## src/rtl/dmac_pkg.sv

```systemverilog
package dmac_pkg;

   typedef enum logic [1:0] {
      IDX_RSVD  = 2'd0,
      IDX_MODE  = 2'd1,
      IDX_COUNT = 2'd2,
      IDX_ADDR  = 2'd3
   } chan_reg_e;

   localparam int unsigned BIT_EN   = 0;
   localparam int unsigned BIT_M2D  = 1;
   localparam int unsigned BIT_TC   = 8;
   localparam int unsigned BIT_MERR = 9;
   localparam int unsigned BIT_AERR = 10;

   localparam int unsigned CHAN_SPAN = 32;

endpackage

```

## src/rtl/dmac_chan.sv

```systemverilog
module dmac_chan
   import dmac_pkg::*;
#(
   parameter int unsigned DATA_W = 32,
   parameter int unsigned LEN_W  = 16
) (
   input  logic              clk,
   input  logic              rst_n,
   input  logic              wr_en,
   input  chan_reg_e         wr_idx,
   input  logic [DATA_W-1:0] wr_data,
   input  logic              upd_en,
   input  logic              upd_ok,
   input  logic [LEN_W-1:0]  upd_len,
   output logic [DATA_W-1:0] mode_q,
   output logic [DATA_W-1:0] count_q,
   output logic [DATA_W-1:0] addr_q
);

   localparam logic [DATA_W-1:0] STATUS_MASK =
      (DATA_W'(1) << BIT_TC) | (DATA_W'(1) << BIT_MERR) | (DATA_W'(1) << BIT_AERR);

   if (LEN_W > DATA_W) begin : g_bad_len
      $error("dmac_chan: LEN_W must not exceed DATA_W");
   end
   if (DATA_W <= BIT_AERR) begin : g_bad_data
      $error("dmac_chan: DATA_W too narrow for status bits");
   end

   always_ff @(posedge clk or negedge rst_n) begin
      if (!rst_n) begin
         mode_q  <= '0;
         count_q <= '0;
         addr_q  <= '0;
      end else if (upd_en) begin
         if (upd_ok) begin
            mode_q  <= (mode_q & ~STATUS_MASK) | (DATA_W'(1) << BIT_TC);
            count_q <= count_q - DATA_W'(upd_len);
         end else begin
            mode_q  <= (mode_q & ~STATUS_MASK) | (DATA_W'(1) << BIT_MERR);
         end
      end else if (wr_en) begin
         case (wr_idx)
            IDX_MODE:  mode_q  <= wr_data;
            IDX_COUNT: count_q <= wr_data;
            IDX_ADDR:  addr_q  <= wr_data;
            default:   ;
         endcase
      end
   end

   // after a request exactly one of the status flags is up
   a_r3_one_status: assert property (@(posedge clk) disable iff (!rst_n)
      upd_en |=> $countones(mode_q[BIT_AERR:BIT_TC]) == 1);

   // bits outside the status field survive a request
   a_r3_keep_other: assert property (@(posedge clk) disable iff (!rst_n)
      upd_en |=> ((mode_q ^ $past(mode_q)) & ~STATUS_MASK) == '0);

   // a rejected request flags memory error and keeps the count
   a_r4_reject_flags: assert property (@(posedge clk) disable iff (!rst_n)
      (upd_en && !upd_ok) |=> mode_q[BIT_MERR] && $stable(count_q));

   // an accepted request never raises the count
   a_r6_no_underflow: assert property (@(posedge clk) disable iff (!rst_n)
      (upd_en && upd_ok) |=> mode_q[BIT_TC] && (count_q <= $past(count_q)));

endmodule

```

## src/rtl/dmac_check.sv

```systemverilog
module dmac_check
   import dmac_pkg::*;
#(
   parameter int unsigned DATA_W = 32,
   parameter int unsigned LEN_W  = 16
) (
   input  logic [DATA_W-1:0] mode,
   input  logic [DATA_W-1:0] count,
   input  logic              dev_to_mem,
   input  logic [LEN_W-1:0]  want_len,
   output logic              ok,
   output logic [LEN_W-1:0]  grant_len
);

   logic dir_match;

   always_comb begin
      dir_match = (mode[BIT_M2D] == !dev_to_mem);
      ok        = mode[BIT_EN] && dir_match;
      if (count < DATA_W'(want_len)) begin
         grant_len = count[LEN_W-1:0];
      end else begin
         grant_len = want_len;
      end
   end

   // the granted length never exceeds either bound
   always_comb begin
      a_r5_clamp: assert ((grant_len <= want_len) && (DATA_W'(grant_len) <= count));
   end

endmodule

```

## src/rtl/dmac_errsrc.sv

```systemverilog
module dmac_errsrc #(
   parameter int unsigned NUM_CH = 8
) (
   input  logic              clk,
   input  logic              rst_n,
   input  logic [NUM_CH-1:0] set_vec,
   input  logic              clr_en,
   input  logic [NUM_CH-1:0] clr_vec,
   output logic [NUM_CH-1:0] err_q
);

   logic [NUM_CH-1:0] clr_eff;

   always_comb clr_eff = clr_en ? clr_vec : '0;

   always_ff @(posedge clk or negedge rst_n) begin
      if (!rst_n) err_q <= '0;
      else        err_q <= (err_q & ~clr_eff) | set_vec;
   end

   // a bit rises only for a channel that reported an error
   a_r4_rise_from_set: assert property (@(posedge clk) disable iff (!rst_n)
      1'b1 |=> ((err_q & ~$past(err_q) & ~$past(set_vec)) == '0));

   // a bit falls only when software wrote a one to it
   a_r7_fall_from_clear: assert property (@(posedge clk) disable iff (!rst_n)
      1'b1 |=> ((~err_q & $past(err_q) & ~($past(clr_vec) & {NUM_CH{$past(clr_en)}})) == '0));

endmodule

```

## src/rtl/dmac_ctrl.sv

```systemverilog
module dmac_ctrl
   import dmac_pkg::*;
#(
   parameter int unsigned NUM_CH    = 8,
   parameter int unsigned DATA_W    = 32,
   parameter int unsigned LEN_W     = 16,
   parameter int unsigned OFF_W     = 12,
   parameter int unsigned CHAN_BASE = 12'h100,
   parameter int unsigned ERR_OFF   = 12'h040,
   parameter bit          CMD_REG   = 1'b1,
   localparam int unsigned CH_W     = $clog2(NUM_CH)
) (
   input  logic              clk,
   input  logic              rst_n,
   input  logic              reg_wen,
   input  logic [OFF_W-1:0]  reg_waddr,
   input  logic [DATA_W-1:0] reg_wdata,
   input  logic [OFF_W-1:0]  reg_raddr,
   output logic [DATA_W-1:0] reg_rdata,
   input  logic              req_valid,
   input  logic [CH_W-1:0]   req_chan,
   input  logic              req_dev_to_mem,
   input  logic [LEN_W-1:0]  req_len,
   output logic              cmd_valid,
   output logic [CH_W-1:0]   cmd_chan,
   output logic              cmd_dev_to_mem,
   output logic [DATA_W-1:0] cmd_addr,
   output logic [LEN_W-1:0]  cmd_len
);

   localparam int unsigned CHAN_END = CHAN_BASE + NUM_CH * CHAN_SPAN;
   localparam int unsigned SLOT_LSB = $clog2(CHAN_SPAN);

   if (NUM_CH < 2 || (NUM_CH & (NUM_CH - 1)) != 0) begin : g_bad_ch
      $error("dmac_ctrl: NUM_CH must be a power of two of at least 2");
   end
   if (NUM_CH > DATA_W) begin : g_bad_err_w
      $error("dmac_ctrl: error-source bits must fit in DATA_W");
   end
   if ((CHAN_BASE % CHAN_SPAN) != 0) begin : g_bad_base
      $error("dmac_ctrl: CHAN_BASE must be aligned to a channel span");
   end
   if (CHAN_END > (1 << OFF_W)) begin : g_bad_off
      $error("dmac_ctrl: OFF_W too narrow for the channel window");
   end
   if (ERR_OFF >= CHAN_BASE && ERR_OFF < CHAN_END) begin : g_bad_err_off
      $error("dmac_ctrl: ERR_OFF overlaps the channel window");
   end

   // ---------------- decode ----------------
   logic              w_hit, r_hit;
   logic [OFF_W-1:0]  w_rel, r_rel;
   logic [CH_W-1:0]   w_ch, r_ch;
   chan_reg_e         w_idx, r_idx;
   logic              wr_allowed;

   always_comb begin
      w_rel = reg_waddr - OFF_W'(CHAN_BASE);
      r_rel = reg_raddr - OFF_W'(CHAN_BASE);
      w_hit = (reg_waddr >= OFF_W'(CHAN_BASE)) && (32'(reg_waddr) < CHAN_END);
      r_hit = (reg_raddr >= OFF_W'(CHAN_BASE)) && (32'(reg_raddr) < CHAN_END);
      w_ch  = w_rel[SLOT_LSB +: CH_W];
      r_ch  = r_rel[SLOT_LSB +: CH_W];
      w_idx = chan_reg_e'(w_rel[4:3]);
      r_idx = chan_reg_e'(r_rel[4:3]);
      wr_allowed = reg_wen && !req_valid;
   end

   // ---------------- channels ----------------
   logic [DATA_W-1:0] mode_a  [NUM_CH];
   logic [DATA_W-1:0] count_a [NUM_CH];
   logic [DATA_W-1:0] addr_a  [NUM_CH];
   logic              chk_ok;
   logic [LEN_W-1:0]  chk_len;

   for (genvar i = 0; i < NUM_CH; i++) begin : g_chan
      logic ch_wr, ch_upd;
      always_comb begin
         ch_wr  = wr_allowed && w_hit && (w_ch == CH_W'(i));
         ch_upd = req_valid && (req_chan == CH_W'(i));
      end
      dmac_chan #(.DATA_W(DATA_W), .LEN_W(LEN_W)) u_chan (
         .clk     (clk),
         .rst_n   (rst_n),
         .wr_en   (ch_wr),
         .wr_idx  (w_idx),
         .wr_data (reg_wdata),
         .upd_en  (ch_upd),
         .upd_ok  (chk_ok),
         .upd_len (chk_len),
         .mode_q  (mode_a[i]),
         .count_q (count_a[i]),
         .addr_q  (addr_a[i])
      );
   end

   // ---------------- request check ----------------
   logic [DATA_W-1:0] sel_mode, sel_count, sel_addr;

   always_comb begin
      sel_mode  = mode_a[req_chan];
      sel_count = count_a[req_chan];
      sel_addr  = addr_a[req_chan];
   end

   dmac_check #(.DATA_W(DATA_W), .LEN_W(LEN_W)) u_check (
      .mode       (sel_mode),
      .count      (sel_count),
      .dev_to_mem (req_dev_to_mem),
      .want_len   (req_len),
      .ok         (chk_ok),
      .grant_len  (chk_len)
   );

   // ---------------- error source ----------------
   logic [NUM_CH-1:0] err_set, err_q;
   logic              err_clr_en;

   always_comb begin
      err_set    = (req_valid && !chk_ok) ? (NUM_CH'(1) << req_chan) : '0;
      err_clr_en = wr_allowed && (reg_waddr == OFF_W'(ERR_OFF));
   end

   dmac_errsrc #(.NUM_CH(NUM_CH)) u_err (
      .clk     (clk),
      .rst_n   (rst_n),
      .set_vec (err_set),
      .clr_en  (err_clr_en),
      .clr_vec (reg_wdata[NUM_CH-1:0]),
      .err_q   (err_q)
   );

   // ---------------- read mux ----------------
   always_comb begin
      reg_rdata = '0;
      if (reg_raddr == OFF_W'(ERR_OFF)) begin
         reg_rdata = DATA_W'(err_q);
      end else if (r_hit) begin
         case (r_idx)
            IDX_MODE:  reg_rdata = mode_a[r_ch];
            IDX_COUNT: reg_rdata = count_a[r_ch];
            IDX_ADDR:  reg_rdata = addr_a[r_ch];
            default:   reg_rdata = '0;
         endcase
      end
   end

   // ---------------- command port ----------------
   if (CMD_REG) begin : g_cmd_reg
      always_ff @(posedge clk or negedge rst_n) begin
         if (!rst_n) begin
            cmd_valid      <= 1'b0;
            cmd_chan       <= '0;
            cmd_dev_to_mem <= 1'b0;
            cmd_addr       <= '0;
            cmd_len        <= '0;
         end else begin
            cmd_valid <= req_valid && chk_ok;
            if (req_valid && chk_ok) begin
               cmd_chan       <= req_chan;
               cmd_dev_to_mem <= req_dev_to_mem;
               cmd_addr       <= sel_addr;
               cmd_len        <= chk_len;
            end
         end
      end

      // an issued command follows a request one cycle earlier
      a_r5_cmd_follows_req: assert property (@(posedge clk) disable iff (!rst_n)
         cmd_valid |-> $past(req_valid) && (cmd_chan == $past(req_chan)));

      // issued length is bounded by the wanted length and old count
      a_r5_len_bound: assert property (@(posedge clk) disable iff (!rst_n)
         cmd_valid |-> (cmd_len <= $past(req_len)) &&
                       (DATA_W'(cmd_len) <= $past(sel_count)));

      // a rejected request never turns into a command
      a_r4_no_cmd: assert property (@(posedge clk) disable iff (!rst_n)
         (req_valid && !sel_mode[BIT_EN]) |=> !cmd_valid);
   end else begin : g_cmd_comb
      always_comb begin
         cmd_valid      = req_valid && chk_ok;
         cmd_chan       = req_chan;
         cmd_dev_to_mem = req_dev_to_mem;
         cmd_addr       = sel_addr;
         cmd_len        = chk_len;
      end
   end

   // the command port is quiet without a request
   a_r1_quiet: assert property (@(posedge clk) disable iff (!rst_n)
      !req_valid |=> (CMD_REG ? !cmd_valid : 1'b1));

endmodule

```

## config.mk

```make
export PLATFORM = sky130hd
export DESIGN_NAME = dmac_ctrl
export DESIGN_NICKNAME = d
export VERILOG_FILES = /design/src/rtl/dmac_pkg.sv /design/src/rtl/dmac_chan.sv /design/src/rtl/dmac_check.sv /design/src/rtl/dmac_errsrc.sv /design/src/rtl/dmac_ctrl.sv
export SDC_FILE = /design/constraint.sdc
export NUM_CORES = 2
export LEC_CHECK = 0
export ABC_AREA = 1
export BUFFER_PORTS_ARGS = -buffer_cell sky130_fd_sc_hd__clkbuf_2
export CAP_MARGIN = 30
export CORE_AREA = 5 5 308 536
export CTS_CLUSTER_SIZE = 10
export DETAILED_ROUTE_END_ITERATION = 6
export DIE_AREA = 0 0 313 541
export SLEW_MARGIN = 40
export SYNTH_ARGS = -nofsm -noshare
export SYNTH_HDL_FRONTEND = slang
export SYNTH_HIERARCHICAL = 1
export SYNTH_SLANG_ARGS = --single-unit
```

## constraint.sdc

```tcl
create_clock -name clk -period 10.4 [get_ports clk]
set_clock_uncertainty 0.05 [all_clocks]
set_input_delay 0.52 -clock clk [delete_from_list [all_inputs] [get_ports clk]]
set_output_delay 0.52 -clock clk [all_outputs]
set_load 0.005 [all_outputs]
```

# Word level (Yosys, flattened, before mapping)
# Index checks and enable logic that the tools add are counted.
# Widths: inputs -> output; s select.
[word_totals] reg_bits=829 in_bits=80 wordCells=252
[op_classes] n_addsub=10 magnitude_cmp=7 n_eq_ne=31 shift=1 muxes=67 bitwise=13 reduce_logical=85
[ops] cell="$mux 32" n=54
[ops] cell="$bmux 32 s3" n=6
[ops] cell="$sub 32x16->32" n=8
[ops] cell="$pmux 32 s3" n=1
[ops] cell="$reduce_and 3->1" n=24
[ops] cell="$reduce_bool 2->1" n=24
[ops] cell="$lt 32x16->1" n=1
[ops] cell="$eq 12x7->1 const B" n=2
[ops] cell="$eq 3x3->1 const B" n=8
[ops] cell="$ge 12x9->1 const B" n=2
[ops] cell="$logic_and 1x1->1" n=24
[ops] cell="$lt 12x10->1 const B" n=2
[ops] cell="$mux 16" n=1
[ops] cell="$mux 8" n=2
[ops] cell="$ne 2x2->1 const B" n=8
[ops] cell="$reduce_and 2->1" n=8
[ops] cell="$sub 8x1->8 const B" n=2
[ops] cell="$eq 3x2->1 const B" n=4
[ops] cell="$mux 10" n=1
[ops] cell="$and 8x8->8" n=1
[ops] cell="$eq 2x2->1 const B" n=4
[ops] cell="$ge 4x4->1 const B" n=2
[ops] cell="$not 1->1" n=8
[ops] cell="$not 3->4" n=2
[ops] cell="other kinds (9)" n=15

# Logic depth before layout (Yosys ltp)
[logic_depth] word_depth=10 mapped_depth=35

# Hierarchy
# Netlist, hierarchy kept.
[modules_own_cells] mod="dmac_chan (g_chan[0].u_chan ...)" instances=5 cells_each=753 area_each_um2=5515.3 seq_area_each_um2=2402.3
[modules_own_cells] mod="dmac_ctrl" instances=1 cells_each=3508 area_each_um2=16777.3 seq_area_each_um2=1326.3
[modules_own_cells] mod="dmac_chan (g_chan[5].u_chan ...)" instances=3 cells_each=756 area_each_um2=5552.8 seq_area_each_um2=2402.3
[modules_own_cells] mod="dmac_check" instances=1 cells_each=134 area_each_um2=732.0 seq_area_each_um2=0.0
[modules_own_cells] mod="dmac_errsrc" instances=1 cells_each=41 area_each_um2=325.3 seq_area_each_um2=200.2

# Least setup slack after synthesis
# No wires, ideal clock.
[synth_path] kind="input to register" from="input port req_chan[0]" to="register g_chan[1].u_chan.count_q[24]" arrival_ns=4.208 required_time_ns=10.228 slack_ns=6.019 cell_stages=26 path_cell_list="buf_2 nand2_1 inv_2 clkbuf_1 a22oi_1 a31oi_1 ha_1 nand2_1 nand4_1 nor2_1 nand2_2 nor2_8 nand2_4 nand2_1 nand2_1 fa_1 inv_1 nand3_1 nand3_1 nand3_1 nand3_1 nand2_1 nand2_1 nand2_1 nand3_1 a21oi_1"
[synth_via] elab_chain_cells=9 elab_cells_between_ends=20 cone_classes="add/sub: 1; order compare: 1; eq/ne: 3; mux: 9; bitwise: 1; reduce/logical: 5"
[synth_lines] item="start, declared" line="dmac_ctrl.sv:21" source="input logic [CH_W-1:0] req_chan,"
[synth_lines] item="$not 3->4 (implied by the code)" line="dmac_ctrl.sv:102" source="sel_count = count_a[req_chan];"
[synth_lines] item="$bmux 32 s3" line="dmac_ctrl.sv:102"
[synth_lines] item="$mux 32 (implied by the code) (2 in a row)" line="dmac_ctrl.sv:102"
[synth_lines] item="net sel_count[15]" line="dmac_ctrl.sv:98" source="logic [DATA_W-1:0] sel_mode, sel_count, sel_addr;"
[synth_lines] item="$lt 32x16->1" line="dmac_check.sv:20" source="if (count < DATA_W'(want_len)) begin"
[synth_lines] item="$mux 16" line="dmac_check.sv:20"
[synth_lines] item="net chk_len[1]" line="dmac_ctrl.sv:74" source="logic [LEN_W-1:0] chk_len;"
[synth_lines] item="$sub 32x16->32" line="dmac_chan.sv:38" source="count_q <= count_q - DATA_W'(upd_len);"
[synth_lines] item="$mux 32" line="dmac_chan.sv:36" source="if (upd_ok) begin"
[synth_lines] item="$mux 32" line="dmac_chan.sv:35" source="end else if (upd_en) begin"
[synth_lines] item="end signal, assigned" line="dmac_chan.sv:38"
[synth_lines] item="end signal, assigned" line="dmac_chan.sv:45" source="IDX_COUNT: count_q <= wr_data;"
[synth_lines] item="end, declared" line="dmac_chan.sv:16" source="output logic [DATA_W-1:0] count_q,"
# The timed path passes the listed nets, and every way through them passes these cells. The select of a mux whose other input is x is not followed.
# A chain may end at the register's enable or synchronous reset.

# Final worst setup path
[layout_path] from="input port req_chan[1]" to="register g_chan[5].u_chan.count_q[23]"
[layout_via] elab_chain_cells=9 elab_cells_between_ends=20 cone_classes="add/sub: 1; order compare: 1; eq/ne: 3; mux: 9; bitwise: 1; reduce/logical: 5"
[layout_lines] item="$not 3->4 (implied by the code)" line="dmac_ctrl.sv:102"
[layout_lines] item="$bmux 32 s3" line="dmac_ctrl.sv:102"
[layout_lines] item="$mux 32 (implied by the code) (2 in a row)" line="dmac_ctrl.sv:102"
[layout_lines] item="net sel_count[5]" line="dmac_ctrl.sv:98"
[layout_lines] item="$lt 32x16->1" line="dmac_check.sv:20"
[layout_lines] item="$mux 16" line="dmac_check.sv:20"
[layout_lines] item="net chk_len[15]" line="dmac_ctrl.sv:74"
[layout_lines] item="$sub 32x16->32" line="dmac_chan.sv:38"
[layout_lines] item="$mux 32" line="dmac_chan.sv:36"
[layout_lines] item="$mux 32" line="dmac_chan.sv:35"
[layout_lines] item="end signal, assigned" line="dmac_chan.sv:38"
[layout_lines] item="end signal, assigned" line="dmac_chan.sv:45"
[layout_lines] item="end, declared" line="dmac_chan.sv:16"
# The timed path passes the listed nets, and every way through them passes these cells. The select of a mux whose other input is x is not followed.

==> metrics.md <==
| Metric | Value |
|---|---|
| Drt first-iter violations | `6879` |
| Place WS | `3.41 ns` |
| CP Capture Type | `flip-flop` |
| I/O Buffers | `164` |
| Multi-input combinational cell area | `31500 um^2` |
| CP most frequent cell | `nand2_1` |
| Outcome | `finished, violations left` |
| Leakage power total | `35.1 nW` |
| Largest net degree at the start of global routing | `129` |
| Area growth from synthesis to layout | `8.64%` |
| Worst setup startpoint | `req_chan[1]` |
| M3 GR Usage | `5.93%` |
| Gr usage total | `34.7%` |
| Core area | `161000 um^2` |
| Antenna violations before repair | `16` |
| Worst path depth | `27` |
| Unrepaired setup endpoints after global routing | `no` |
| Layout net count | `9642` |
| Starting density of the core | `37.9%` |
| Final Hold Fails | `0` |
| Layout cells sized above 1 | `8.86%` |
| Max-Cap Viols | `0` |
| Post-Syn Instances | `9485` |
| Power consumption | `8.81 mW` |
| R2R Setup Slk | `4.59 ns` |
| Sink Count | `829` |
| Total negative slack | `0 ns` |
| Slowest stage delay, CP | `0.72 ns` |
| CP required | `11.03 ns` |
| YS warnings | `6` |
| Max-Slew Margin vs Limit | `34.9%` |
| Setup WS post-layout | `3.90 ns` |
| Placed insts | `11.4k` |
| Setup violators final | `0` |
| CTS tree | `yes` |
| Clk buf depth | `3` |
| Fin cells | `11.5k` |
| Wire length per cell | `26.5 um` |
| Final Cycle Share | `62.5%` |
| Post-cts sizing count | `0` |
| Critical Path Slowest Stage Cell | `buf_4` |
| Register area | `20700 um^2` |
| # IOs | `165` |
| Failing checks | `DRC` |
| DIE AREA | `169000 um^2` |
| GRT overflow | `0` |
| # rows | `195` |
| Slew @ Worst Pin | `0.967 ns` |
| Clock latency on the worst-skew pair | `0.76 ns` |
| DIE HEIGHT | `541 um` |
| Root buf cell | `clkbuf_16` |
| Grt peak-use layer | `met2` |
| Max Fclk | `0.154 GHz` |
| Average instance area after synthesis | `6.41 um^2` |
| Worst Path Arrival | `7.13 ns` |
| Routed wire length | `305 mm` |
| Gpl congestion | `1.02` |
| Syn Nets | `9716` |
| CP Launch Type | `input pin` |
| Fill cells | `17.3k` |
| CTS buffer count | `97` |
| Met2 usage | `55.8%` |
| Max-slew violations | `0` |
| Post-DR vias/cell | `5.58` |
| Crit path to | `g_chan[5].u_chan/count_q[23]` |
| DRC | `1` |
| Clock-pin slew on the worst setup and hold paths | `0.06 ns` |
| DR pass1 iterations | `7` |
| WS Path Type | `input pin to flip-flop` |
| Reg2reg path depth | `22` |
| First-pass GRT wire length | `429 mm` |
| Worst R2R End | `g_chan[5].u_chan/count_q[23]` |
| Max FO, Critical Path | `42` |
| HP Class | `input pin to flip-flop` |
| Top delay family on crit path | `simple AND/OR/NAND/NOR gates` |
| Post-Synthesis Cell Area | `60800 um^2` |
| Max VDD drop | `0.000139 V` |
| Worst r2r src | `g_chan[3].u_chan/count_q[27]` |
| Number of global-route vias before repair | `61.0k` |
| Die Wd | `313 um` |
| DRT antenna net count | `0` |
| Minimum clock period after layout | `6.50 ns` |
| Grt met1 use | `37.8%` |
| WP buf/inv | `7` |
| Vias | `64.3k` |
| H-tree lvl count | `3` |
| Power Density | `133 nW/um^2` |
| Detail Placement HPWL | `219 mm` |
layout make-up:
cell class	instances	share of cell area (%)
Sequential cell	829	31.4
Clock inverter	10	0.278
Multi-Input combinational cell	6518	47.7
Clock buffer	122	4.05
Inverter	1681	9.64
Antenna cell	22	0.0833
Timing Repair Buffer	284	2.97
Tap cell	2068	3.92
cell usage in the layout (no fill, tap or decap), types with 13 or more instances in the layout:
| cell type | count |
|---|---|
| or2_1 | 16 |
| nor3_2 | 13 |
| clkbuf_2 | 151 |
| dfrtp_1 | 829 |
| diode_2 | 22 |
| buf_4 | 107 |
| ha_1 | 143 |
| nand4_1 | 42 |
| nand2_2 | 140 |
| a31oi_1 | 41 |
| nand2_1 | 2981 |
| o21ai_1 | 24 |
| nand3_1 | 743 |
| o22ai_1 | 152 |
| inv_1 | 1625 |
| clkbuf_16 | 99 |
| nor2_2 | 65 |
| xor2_1 | 67 |
| a21oi_2 | 16 |
| nor2_1 | 463 |
| a21oi_1 | 501 |
| nor3_1 | 99 |
| mux2_2 | 16 |
| o21ai_0 | 628 |
| inv_2 | 38 |
| nand3_2 | 13 |
| a22oi_1 | 62 |
| o211ai_1 | 91 |
| nor2_4 | 14 |
| nand3b_1 | 28 |
| or2_2 | 88 |
per-layer routing:
metal | wire length, um | up-vias | share of wire (%)
met5 | 56 | - | 0.018
met4 | 39200 | 6 | 13
met3 | 22200 | 1057 | 7.3
met2 | 138000 | 3258 | 45
met1 | 106000 | 30500 | 35
li1 | - | 29500 | -
state kept, by name (all words and copies together), names as in the netlist:
name,count
cmd_chan,3
cmd_valid,1
g_chan.u_chan/count_q,256
cmd_addr,32
g_chan.u_chan/mode_q,256
g_chan.u_chan/addr_q,256
cmd_dev_to_mem,1
u_err/err_q,8
cmd_len,16
tightest hold or removal path, cell delays in order:
cell      delay [ns]
clkbuf_2        0.18
nand2_1         0.11
nand2_1         0.05
power breakdown:
group          switching [mW]  leakage (nW)  internal, mW
logic                    1.46          22.4         0.554
clock network            1.50          1.40          1.84
registers               0.138          11.3          3.33
total                    3.10          35.1          5.72
what timing repair did:
item | 4_1_cts | 5_1_grt
buffers inserted | 0 | 0
endpoints found under the hold margin | 54 | 0
hold buffers | 1 | 0
endpoints found under the setup margin | 0 | 0
per-stage QoR:
step | hold WS (ns) | area (um^2) | utilization (%)
after global routing | 0.128 | 66000 | 41.1
final | 0.0992 | 66100 | 41.2
after detailed placement | 0.408 | 63100 | 39.3
after CTS | 0.0760 | 66000 | 41.1
after global placement | 0.407 | 62900 | 39.2
after floorplan | 0.174 | 60800 | -
worst min path at each step:
stage,slack (ns),from,cells past startpoint,end
after floorplan,0.17,rst_n,0,cmd_addr[0]
final,0.1,req_chan[0],3,cmd_chan[0]
after global routing,0.13,req_chan[0],3,cmd_chan[0]
after CTS,0.08,req_chan[0],3,cmd_chan[0]
after global placement,0.41,u_err/err_q[3],2,u_err/err_q[3]
after detailed placement,0.41,u_err/err_q[0],2,u_err/err_q[0]
(Power assumes the default switching activity.)
